File: config.mk
export PLATFORM = sky130hd
export DESIGN_NAME = palette_board
export DESIGN_NICKNAME = d
export VERILOG_FILES = /design/src/rtl/palw_pkg.sv /design/src/rtl/palw_decode.sv /design/src/rtl/palw_store.sv /design/src/rtl/palw_lookup.sv /design/src/rtl/palette_board.sv
export SDC_FILE = /design/constraint.sdc
export NUM_CORES = 1
export LEC_CHECK = 0
export BUFFER_PORTS_ARGS = -buffer_cell sky130_fd_sc_hd__buf_4
export CORE_MARGIN = 2
export CORE_UTILIZATION = 55
export DETAILED_ROUTE_END_ITERATION = 7
export PLACE_DENSITY = 0.76
export SETUP_SLACK_MARGIN = 0.5
export SLEW_MARGIN = 0
export SYNTH_ARGS = -nofsm -noshare
export SYNTH_HDL_FRONTEND = slang
export SYNTH_SLANG_ARGS = --single-unit
File: constraint.sdc
create_clock -name clk -period 1.7 [get_ports clk]
set_input_delay 0.17 -clock clk [delete_from_list [all_inputs] [get_ports clk]]
set_output_delay 0.17 -clock clk [all_outputs]
set_load 0.01 [all_outputs]
File: src/rtl/palw_pkg.sv
package palw_pkg;

   // component flag carried in the address
   typedef enum logic {
      CSEL_BLUE_RED = 1'b0,
      CSEL_GREEN    = 1'b1
   } csel_e;

   // reset value of a component: entry index truncated to component width
   function automatic logic [7:0] ramp_value(input int unsigned entry);
      return entry[7:0];
   endfunction

endpackage

File: src/rtl/palw_decode.sv
module palw_decode
   import palw_pkg::*;
#(
   parameter int ADDR_W  = 16,
   parameter int PORT_W  = 8,
   parameter int IDX_W   = 4,
   parameter logic [PORT_W-1:0] PORT_ID = 8'hAE
) (
   input  logic              io_wr,
   input  logic [ADDR_W-1:0] io_addr,
   output logic              we_br,
   output logic              we_g,
   output logic [IDX_W-1:0]  wr_idx
);
   localparam int SEL_BIT = PORT_W;
   localparam int IDX_LSB = SEL_BIT + 1;
   localparam int HI_LSB  = IDX_LSB + IDX_W;

   if (HI_LSB > ADDR_W) begin : g_bad_width
      $error("palw_decode: address too narrow for port, flag and index");
   end

   logic  port_hit;
   logic  hi_zero;
   csel_e csel;

   assign port_hit = (io_addr[PORT_W-1:0] == PORT_ID);
   assign csel     = csel_e'(io_addr[SEL_BIT]);
   assign wr_idx   = io_addr[IDX_LSB +: IDX_W];

   if (HI_LSB < ADDR_W) begin : g_hi_field
      assign hi_zero = (io_addr[ADDR_W-1:HI_LSB] == '0);
   end else begin : g_no_hi_field
      assign hi_zero = 1'b1;
   end

   logic accept;
   assign accept = io_wr & port_hit & hi_zero;
   assign we_br  = accept & (csel == CSEL_BLUE_RED);
   assign we_g   = accept & (csel == CSEL_GREEN);

   // strobes are mutually exclusive
   always_comb begin
      if (we_br || we_g) begin
         p_one_strobe_r3: assert ($onehot0({we_br, we_g}));
         p_port_match_r5: assert (io_wr && io_addr[PORT_W-1:0] == PORT_ID);
      end
   end

   if (HI_LSB < ADDR_W) begin : g_hi_check
      always_comb begin
         if (we_br || we_g) begin
            p_high_zero_r4: assert (io_addr[ADDR_W-1:HI_LSB] == '0);
         end
      end
   end
endmodule

File: src/rtl/palw_store.sv
module palw_store
   import palw_pkg::*;
#(
   parameter int IDX_W  = 4,
   parameter int COMP_W = 4
) (
   input  logic                                  clk,
   input  logic                                  rst_n,
   input  logic                                  we_br,
   input  logic                                  we_g,
   input  logic [IDX_W-1:0]                      wr_idx,
   input  logic [2*COMP_W-1:0]                   wr_data,
   output logic [(1<<IDX_W)-1:0][3*COMP_W-1:0]   table_q
);
   localparam int ENTRIES = 1 << IDX_W;

   if (ENTRIES > (1 << COMP_W)) begin : g_bad_ramp
      $error("palw_store: grey ramp needs as many component codes as entries");
   end
   if (COMP_W > 8) begin : g_bad_comp
      $error("palw_store: component width above 8 not supported");
   end

   logic [ENTRIES-1:0][COMP_W-1:0] r_q, g_q, b_q;

   for (genvar e = 0; e < ENTRIES; e++) begin : g_entry
      localparam logic [7:0] RAMP = ramp_value(e);
      logic [COMP_W-1:0] r_e, g_e, b_e;
      logic hit;
      assign hit = (wr_idx == IDX_W'(e));

      always_ff @(posedge clk) begin
         if (!rst_n) begin
            r_e <= RAMP[COMP_W-1:0];
            g_e <= RAMP[COMP_W-1:0];
            b_e <= RAMP[COMP_W-1:0];
         end else begin
            if (we_br && hit) begin
               b_e <= wr_data[COMP_W-1:0];
               r_e <= wr_data[2*COMP_W-1:COMP_W];
            end
            if (we_g && hit) begin
               g_e <= wr_data[COMP_W-1:0];
            end
         end
      end

      assign r_q[e]     = r_e;
      assign g_q[e]     = g_e;
      assign b_q[e]     = b_e;
      assign table_q[e] = {r_e, g_e, b_e};
   end

   p_br_load_r2: assert property (@(posedge clk) disable iff (!rst_n)
      we_br |=> (b_q[$past(wr_idx)] == $past(wr_data[COMP_W-1:0])) &&
                (r_q[$past(wr_idx)] == $past(wr_data[2*COMP_W-1:COMP_W])));

   p_green_kept_r2: assert property (@(posedge clk) disable iff (!rst_n)
      (we_br && !we_g) |=> g_q[$past(wr_idx)] == $past(g_q[wr_idx]));

   p_g_load_r3: assert property (@(posedge clk) disable iff (!rst_n)
      we_g |=> g_q[$past(wr_idx)] == $past(wr_data[COMP_W-1:0]));

   p_br_kept_r3: assert property (@(posedge clk) disable iff (!rst_n)
      (we_g && !we_br) |=> (r_q[$past(wr_idx)] == $past(r_q[wr_idx])) &&
                           (b_q[$past(wr_idx)] == $past(b_q[wr_idx])));

   p_idle_stable_r5: assert property (@(posedge clk) disable iff (!rst_n)
      !(we_br || we_g) |=> $stable(table_q));
endmodule

File: src/rtl/palw_lookup.sv
module palw_lookup #(
   parameter int IDX_W  = 4,
   parameter int COMP_W = 4
) (
   input  logic                                  clk,
   input  logic                                  rst_n,
   input  logic [(1<<IDX_W)-1:0][3*COMP_W-1:0]   table_q,
   input  logic [IDX_W-1:0]                      pix_idx,
   input  logic [3*COMP_W-1:0]                   host_rgb,
   input  logic                                  use_host,
   output logic [3*COMP_W-1:0]                   rgb_out
);
   localparam int RGB_W = 3 * COMP_W;

   logic [RGB_W-1:0] pal_rgb;
   assign pal_rgb = table_q[pix_idx];

   always_ff @(posedge clk) begin
      if (!rst_n) rgb_out <= '0;
      else        rgb_out <= use_host ? host_rgb : pal_rgb;
   end

   p_palette_path_r6: assert property (@(posedge clk) disable iff (!rst_n)
      !use_host |=> rgb_out == $past(table_q[pix_idx]));

   p_host_path_r7: assert property (@(posedge clk) disable iff (!rst_n)
      use_host |=> rgb_out == $past(host_rgb));
endmodule

File: src/rtl/palette_board.sv
module palette_board #(
   parameter int ADDR_W  = 16,
   parameter int PORT_W  = 8,
   parameter int IDX_W   = 4,
   parameter int COMP_W  = 4,
   parameter logic [PORT_W-1:0] PORT_ID = 8'hAE
) (
   input  logic                clk,
   input  logic                rst_n,
   input  logic                io_wr,
   input  logic [ADDR_W-1:0]   io_addr,
   input  logic [2*COMP_W-1:0] io_data,
   input  logic [IDX_W-1:0]    pix_idx,
   input  logic [3*COMP_W-1:0] host_rgb,
   input  logic                use_host,
   output logic [3*COMP_W-1:0] rgb_out
);
   localparam int ENTRIES = 1 << IDX_W;
   localparam int RGB_W   = 3 * COMP_W;

   logic                           we_br, we_g;
   logic [IDX_W-1:0]               wr_idx;
   logic [ENTRIES-1:0][RGB_W-1:0]  table_q;

   palw_decode #(
      .ADDR_W (ADDR_W),
      .PORT_W (PORT_W),
      .IDX_W  (IDX_W),
      .PORT_ID(PORT_ID)
   ) u_decode (
      .io_wr  (io_wr),
      .io_addr(io_addr),
      .we_br  (we_br),
      .we_g   (we_g),
      .wr_idx (wr_idx)
   );

   palw_store #(
      .IDX_W (IDX_W),
      .COMP_W(COMP_W)
   ) u_store (
      .clk    (clk),
      .rst_n  (rst_n),
      .we_br  (we_br),
      .we_g   (we_g),
      .wr_idx (wr_idx),
      .wr_data(io_data),
      .table_q(table_q)
   );

   palw_lookup #(
      .IDX_W (IDX_W),
      .COMP_W(COMP_W)
   ) u_lookup (
      .clk     (clk),
      .rst_n   (rst_n),
      .table_q (table_q),
      .pix_idx (pix_idx),
      .host_rgb(host_rgb),
      .use_host(use_host),
      .rgb_out (rgb_out)
   );

   p_reset_black_r1: assert property (@(posedge clk)
      !rst_n |=> rgb_out == '0);
endmodule

Word-level counts from Yosys, hierarchy flattened
Index checks and enable logic that the tools add are counted.

storage, ports and cells
  register bits = 204
  input bits = 44
  output and inout port bits = 12
  logic and storage cells = 108

operators by class
  magnitude comparators = 1
  eq/ne operators = 16
  multiplexer cells = 3
  bitwise operators = 5
  reductions and logical operators = 34

operators with widths
  kind                count
  $bmux 12 s4         1
  $eq 4x4->1 const B  8
  $logic_and 1x1->1   32
  $mux 12             2
  $eq 4x3->1 const B  4
  $eq 4x2->1 const B  2
  $eq 8x8->1 const B  1
  $lt 4x5->1 const B  1
  $and 1x1->1         4
  $eq 4x1->1 const B  1
  $logic_not 4->1     1
  $logic_not 3->1     1
  $not 1->1           1

Longest topological paths before layout
  word-level depth = 5
  depth in mapped cells = 7
  gate-level depth less buffers = 4

Hierarchy
A second synthesis with hierarchy kept.

unflattened totals
  cells, all modules = 962
  area total of the unflattened synthesis = 9447.8 µm²

by module, submodules not included
  module       times used  cells an instance  area an instance (µm²)  seq. area each (µm²)
  palw_store   1           704                7299.5                  3843.7
  palw_lookup  1           248                2063.2                  240.2
  palw_decode  1           10                 85.1                    0.0

Worst setup path after synthesis
Ideal clock, no wire load.

  path type = input to register
  start point = in io_addr[4]
  end point = reg u_store.g_entry[12].b_e[0]
  library setup time = 0.132 ns
  arrival time = 1.566 ns
  data required time = 1.568 ns
  slack = 0.002 ns
  cell stages on the path = 4
  buffers on the path = 0
  cells stage by stage = or4b_4 -> nor4b_4 -> nand2_2 -> mux2i_1

on the way
  cells in the longest elaborated chain, start to end = 5

RTL lines
  element                    RTL line             text
  start: declaration         palette_board.sv:11  input logic [ADDR_W-1:0] io_addr,
  $eq 8x8->1                 palw_decode.sv:27    assign port_hit = (io_addr[PORT_W-1:0] == PORT_ID);
  $and 1x1->1 (2 in series)  palw_decode.sv:38    assign accept = io_wr & port_hit & hi_zero;
  $and 1x1->1                palw_decode.sv:39    assign we_br = accept & (csel == CSEL_BLUE_RED);
  $logic_and 1x1->1          palw_store.sv:38     if (we_br && hit) begin
  end signal: assignment     palw_store.sv:36     b_e <= RAMP[COMP_W-1:0];
  end signal: assignment     palw_store.sv:39     b_e <= wr_data[COMP_W-1:0];
  end: declaration           palw_store.sv:28     logic [COMP_W-1:0] r_e, g_e, b_e;

No other way between the ends.
A chain may end at the register's enable or synchronous reset.

Worst setup path after layout
  start point = in io_addr[6]
  end point = reg u_store.g_entry[11].r_e[2]

on the way
  cells in the longest elaborated chain, start to end = 5

RTL lines
  element                    RTL line           text
  $eq 8x8->1                 palw_decode.sv:27
  $and 1x1->1 (2 in series)  palw_decode.sv:38
  $and 1x1->1                palw_decode.sv:39
  $logic_and 1x1->1          palw_store.sv:38
  end signal: assignment     palw_store.sv:34   r_e <= RAMP[COMP_W-1:0];
  end signal: assignment     palw_store.sv:40   r_e <= wr_data[2*COMP_W-1:COMP_W];
  end: declaration           palw_store.sv:28

No other way between the ends.

==> reports/results.ini <==
[power_and_ir_drop]
p_sw_share_pct=23.0
p_leak_nw=5.60
irDropWorstVdd_uv=719
netSwitchingPower_w=0.00235
p_comb_share_pct=7.9
p_seq_share_pct=47.1
p_total_w=0.0102
power_density_nw_per_um2=879
internal-power_w=0.00786
clkPwrFrac_pct=45.0

[critical_path]
path_cells=buf_6, or4b_4, nor3_4, nand4b_1, buf_6, mux2i_1
slowest_delay_ns=0.63
critical_path_required_ns=2.06
worstSetupStartpointType=input port
arrival_ns=1.67
crit_path_end_kind=flip-flop
cp_num_buf_inv=2
crit_type=in -> reg
cpMostUsedCell=buf_6
crit_family=simple AND/OR/NAND/NOR gates
crit_fanout=8
crit_slowest_cell=or4b_4

[layout]
final_area_um2=11600
n_antenna_cell=0
nNetsFinal=1064
drive_gt1_share_pct=18.5
area_growth_pct=21.5

[cts]
clkTransAtPathRegs_ns=0.06
numCtsBuffers=22
clock_path_buffers=3
clock_latency_ns=0.50
htree_levels=1
clockRootBuffer=clkbuf_16
cts_tree=built
clock-sinks=204

[route]
drt_iter0_markers=448
routed-wl-met2_um=11600
wl_per_cell_um=19.0
drt_pass1_iterations=5
wl_met1_um=10700
wirelength_um=23900
met3WireLength_um=1050
antenna_left=0
routed_via_density=5.64
vias=7101
drt_drc_violations_left=0
top_layer=met4

[timing]
slew_headroom_pct=55.4
tightest_slew_ns=0.669
setup_violations=0
finClkSkew_ns=0.00690
period_share_pct=76.9
setup_slack_ns=0.392
final_hold_viol_count=0
fmax_mhz=765
fin_crit_ns=1.31
slew_violations=0
rsz0062_at_grt=yes

[floorplanning]
die_w_um=136
ios=56
core.rowCount=48
coreArea_um2=17100
die_h_um=136
die_area_um2=18400
start_util_pct=55.8

[placed_design]
dp_hpwl_um=15100
port_buffers=55
place.gp.congestion=0.832
post_dp_cell_area_um2=10500
place_ws_ns=-0.212

[synthesis]
synthCells=942
syn-num-nets=986
yosysUniqueCellTypes=31
synth_seq_area_share_pct=42.8
synth_area_um2=9550
syn-mean-instance-area_um2=10.1
synth_seq_cells=204
yosysWarnings=0

[global_routing]
grt_pass1_wl_um=38900
antenna_found_initial=0
grt_max_degree=102
grt_pass1_vias=7261
global_route.usage.total_pct=26.9
grt_overflow=0

[outcome]
status=finished, final reports clean

[hold_path]
hold_path.class=in -> reg

[job]
maxCapViolCount=0

## per-stage QoR
stage	hold slack (ns)	util, %	std cells	TNS [ns]
2_1_floorplan	0.279	-	942	0
3_3_place_gp	0.367	61.5	1207	-16.21
3_5_place_dp	0.369	61.5	1207	-19.66
6_report	0.0562	67.8	1258	0
5_1_grt	0.0668	67.8	1258	0
4_1_cts	0.0455	67.8	1258	0
## logic make-up (layout without fill, tap and decap cells)
| group | count (synthesis) | count (layout) | synth area share [%] |
|---|---|---|---|
| mux | 288 | 288 | 30.2 |
| simple gates | 326 | 326 | 20.3 |
| buf+inv | 76 | 167 | 3.28 |
| compound gates | 48 | 48 | 3.46 |
| flops | 204 | 204 | 42.8 |
## worst paths after layout
kind | startpoint | to | slack (ns) | depth (start not counted)
worst min register to register | u_store.g_entry[0].g_e[0] | u_store.g_entry[0].g_e[0] | 0.46 | 2
worst max-delay path | io_addr[6] | u_store.g_entry[11].r_e[2] | 0.39 | 6
worst max register to register | u_store.g_entry[15].b_e[2] | u_lookup.rgb_out[2] | 0.58 | 4
worst min-delay path | rst_n | u_store.g_entry[4].r_e[0] | 0.06 | 3
## per-layer routing
metal	GRT usage [%]	vias to the layer above
met5	0	-
met4	9.32	0
met3	3.97	43
met2	45.8	162
met1	34.8	3465
li1	-	3431
## state kept, by name, indices dropped and copies added (netlist names)
name and flops:
u_store.g_entry.g_e 64, u_store.g_entry.b_e 64, u_lookup.rgb_out 12, u_store.g_entry.r_e 64
## layout make-up
type / count / area (µm²)
fill: 1286 / 5510
clock buffer: 31 / 666
timing repair buffer: 130 / 1210
multi-input combinational: 662 / 5330
clock inverter: 6 / 32.5
sequential: 204 / 4080
tap: 225 / 282
## cells in the mapped netlist (all sizes together)
cell type / instances / share of area [%]
nor3b: 3 / 0.47
nor4b: 3 / 0.75
nand3b: 1 / 0.079
nor3: 2 / 0.21
buf: 16 / 0.88
and4: 3 / 0.28
and2: 3 / 0.20
mux2i: 288 / 30
nor2b: 109 / 7.1
nand2: 141 / 5.9
dfxtp: 204 / 43
clkbuf: 60 / 2.4
nand3: 37 / 2.0
and3b: 1 / 0.092
a22oi: 36 / 2.8
nand4: 13 / 2.4
a21oi: 12 / 0.63
nand4b: 3 / 0.28
nor2: 5 / 0.30
nand4bb: 1 / 0.12
or4b: 1 / 0.14
## placed cells by master, fill, tap and decap left out, types with 2 or more instances in the layout
| master | n |
|---|---|
| a21oi_1 | 12 |
| a22oi_1 | 36 |
| and2_1 | 3 |
| and4_1 | 3 |
| buf_12 | 13 |
| buf_4 | 93 |
| buf_6 | 12 |
| clkbuf_1 | 2 |
| clkbuf_16 | 23 |
| clkbuf_8 | 6 |
| clkinv_2 | 5 |
| dfxtp_1 | 204 |
| dlygate4sd3_1 | 12 |
| mux2i_1 | 288 |
| nand2_1 | 129 |
| nand2_8 | 11 |
| nand3_1 | 35 |
| nand3_2 | 2 |
| nand4_1 | 3 |
| nand4_4 | 10 |
| nand4b_1 | 3 |
| nor2_1 | 2 |
| nor2_2 | 2 |
| nor2b_1 | 107 |
| nor2b_2 | 2 |
| nor3b_4 | 2 |
| nor4b_4 | 3 |
## what timing repair did
item                                    CTS  global route
hold buffers                             12             0
endpoints found under the setup margin  191           193
pin swaps                                10             7
setup buffers                             2             0
gates resized for setup                  37             1
endpoints found under the hold margin    12             0
## worst min-delay path, stage by stage
cell	delay [ns]
buf_4	0.19
nand2_1	0.09
mux2i_1	0.05
## power groups by stage
stage          Clock, W  Sequential (W)  Combinational [W]
6_report        0.00459         0.00481           0.000804
4_1_cts         0.00465         0.00481           0.000793
3_5_place_dp          0         0.00492           0.000764
3_3_place_gp          0         0.00492           0.000764
5_1_grt         0.00482         0.00481           0.000850
2_1_floorplan         0         0.00493           0.000434
Note: power is estimated with default switching activity, not from simulation.
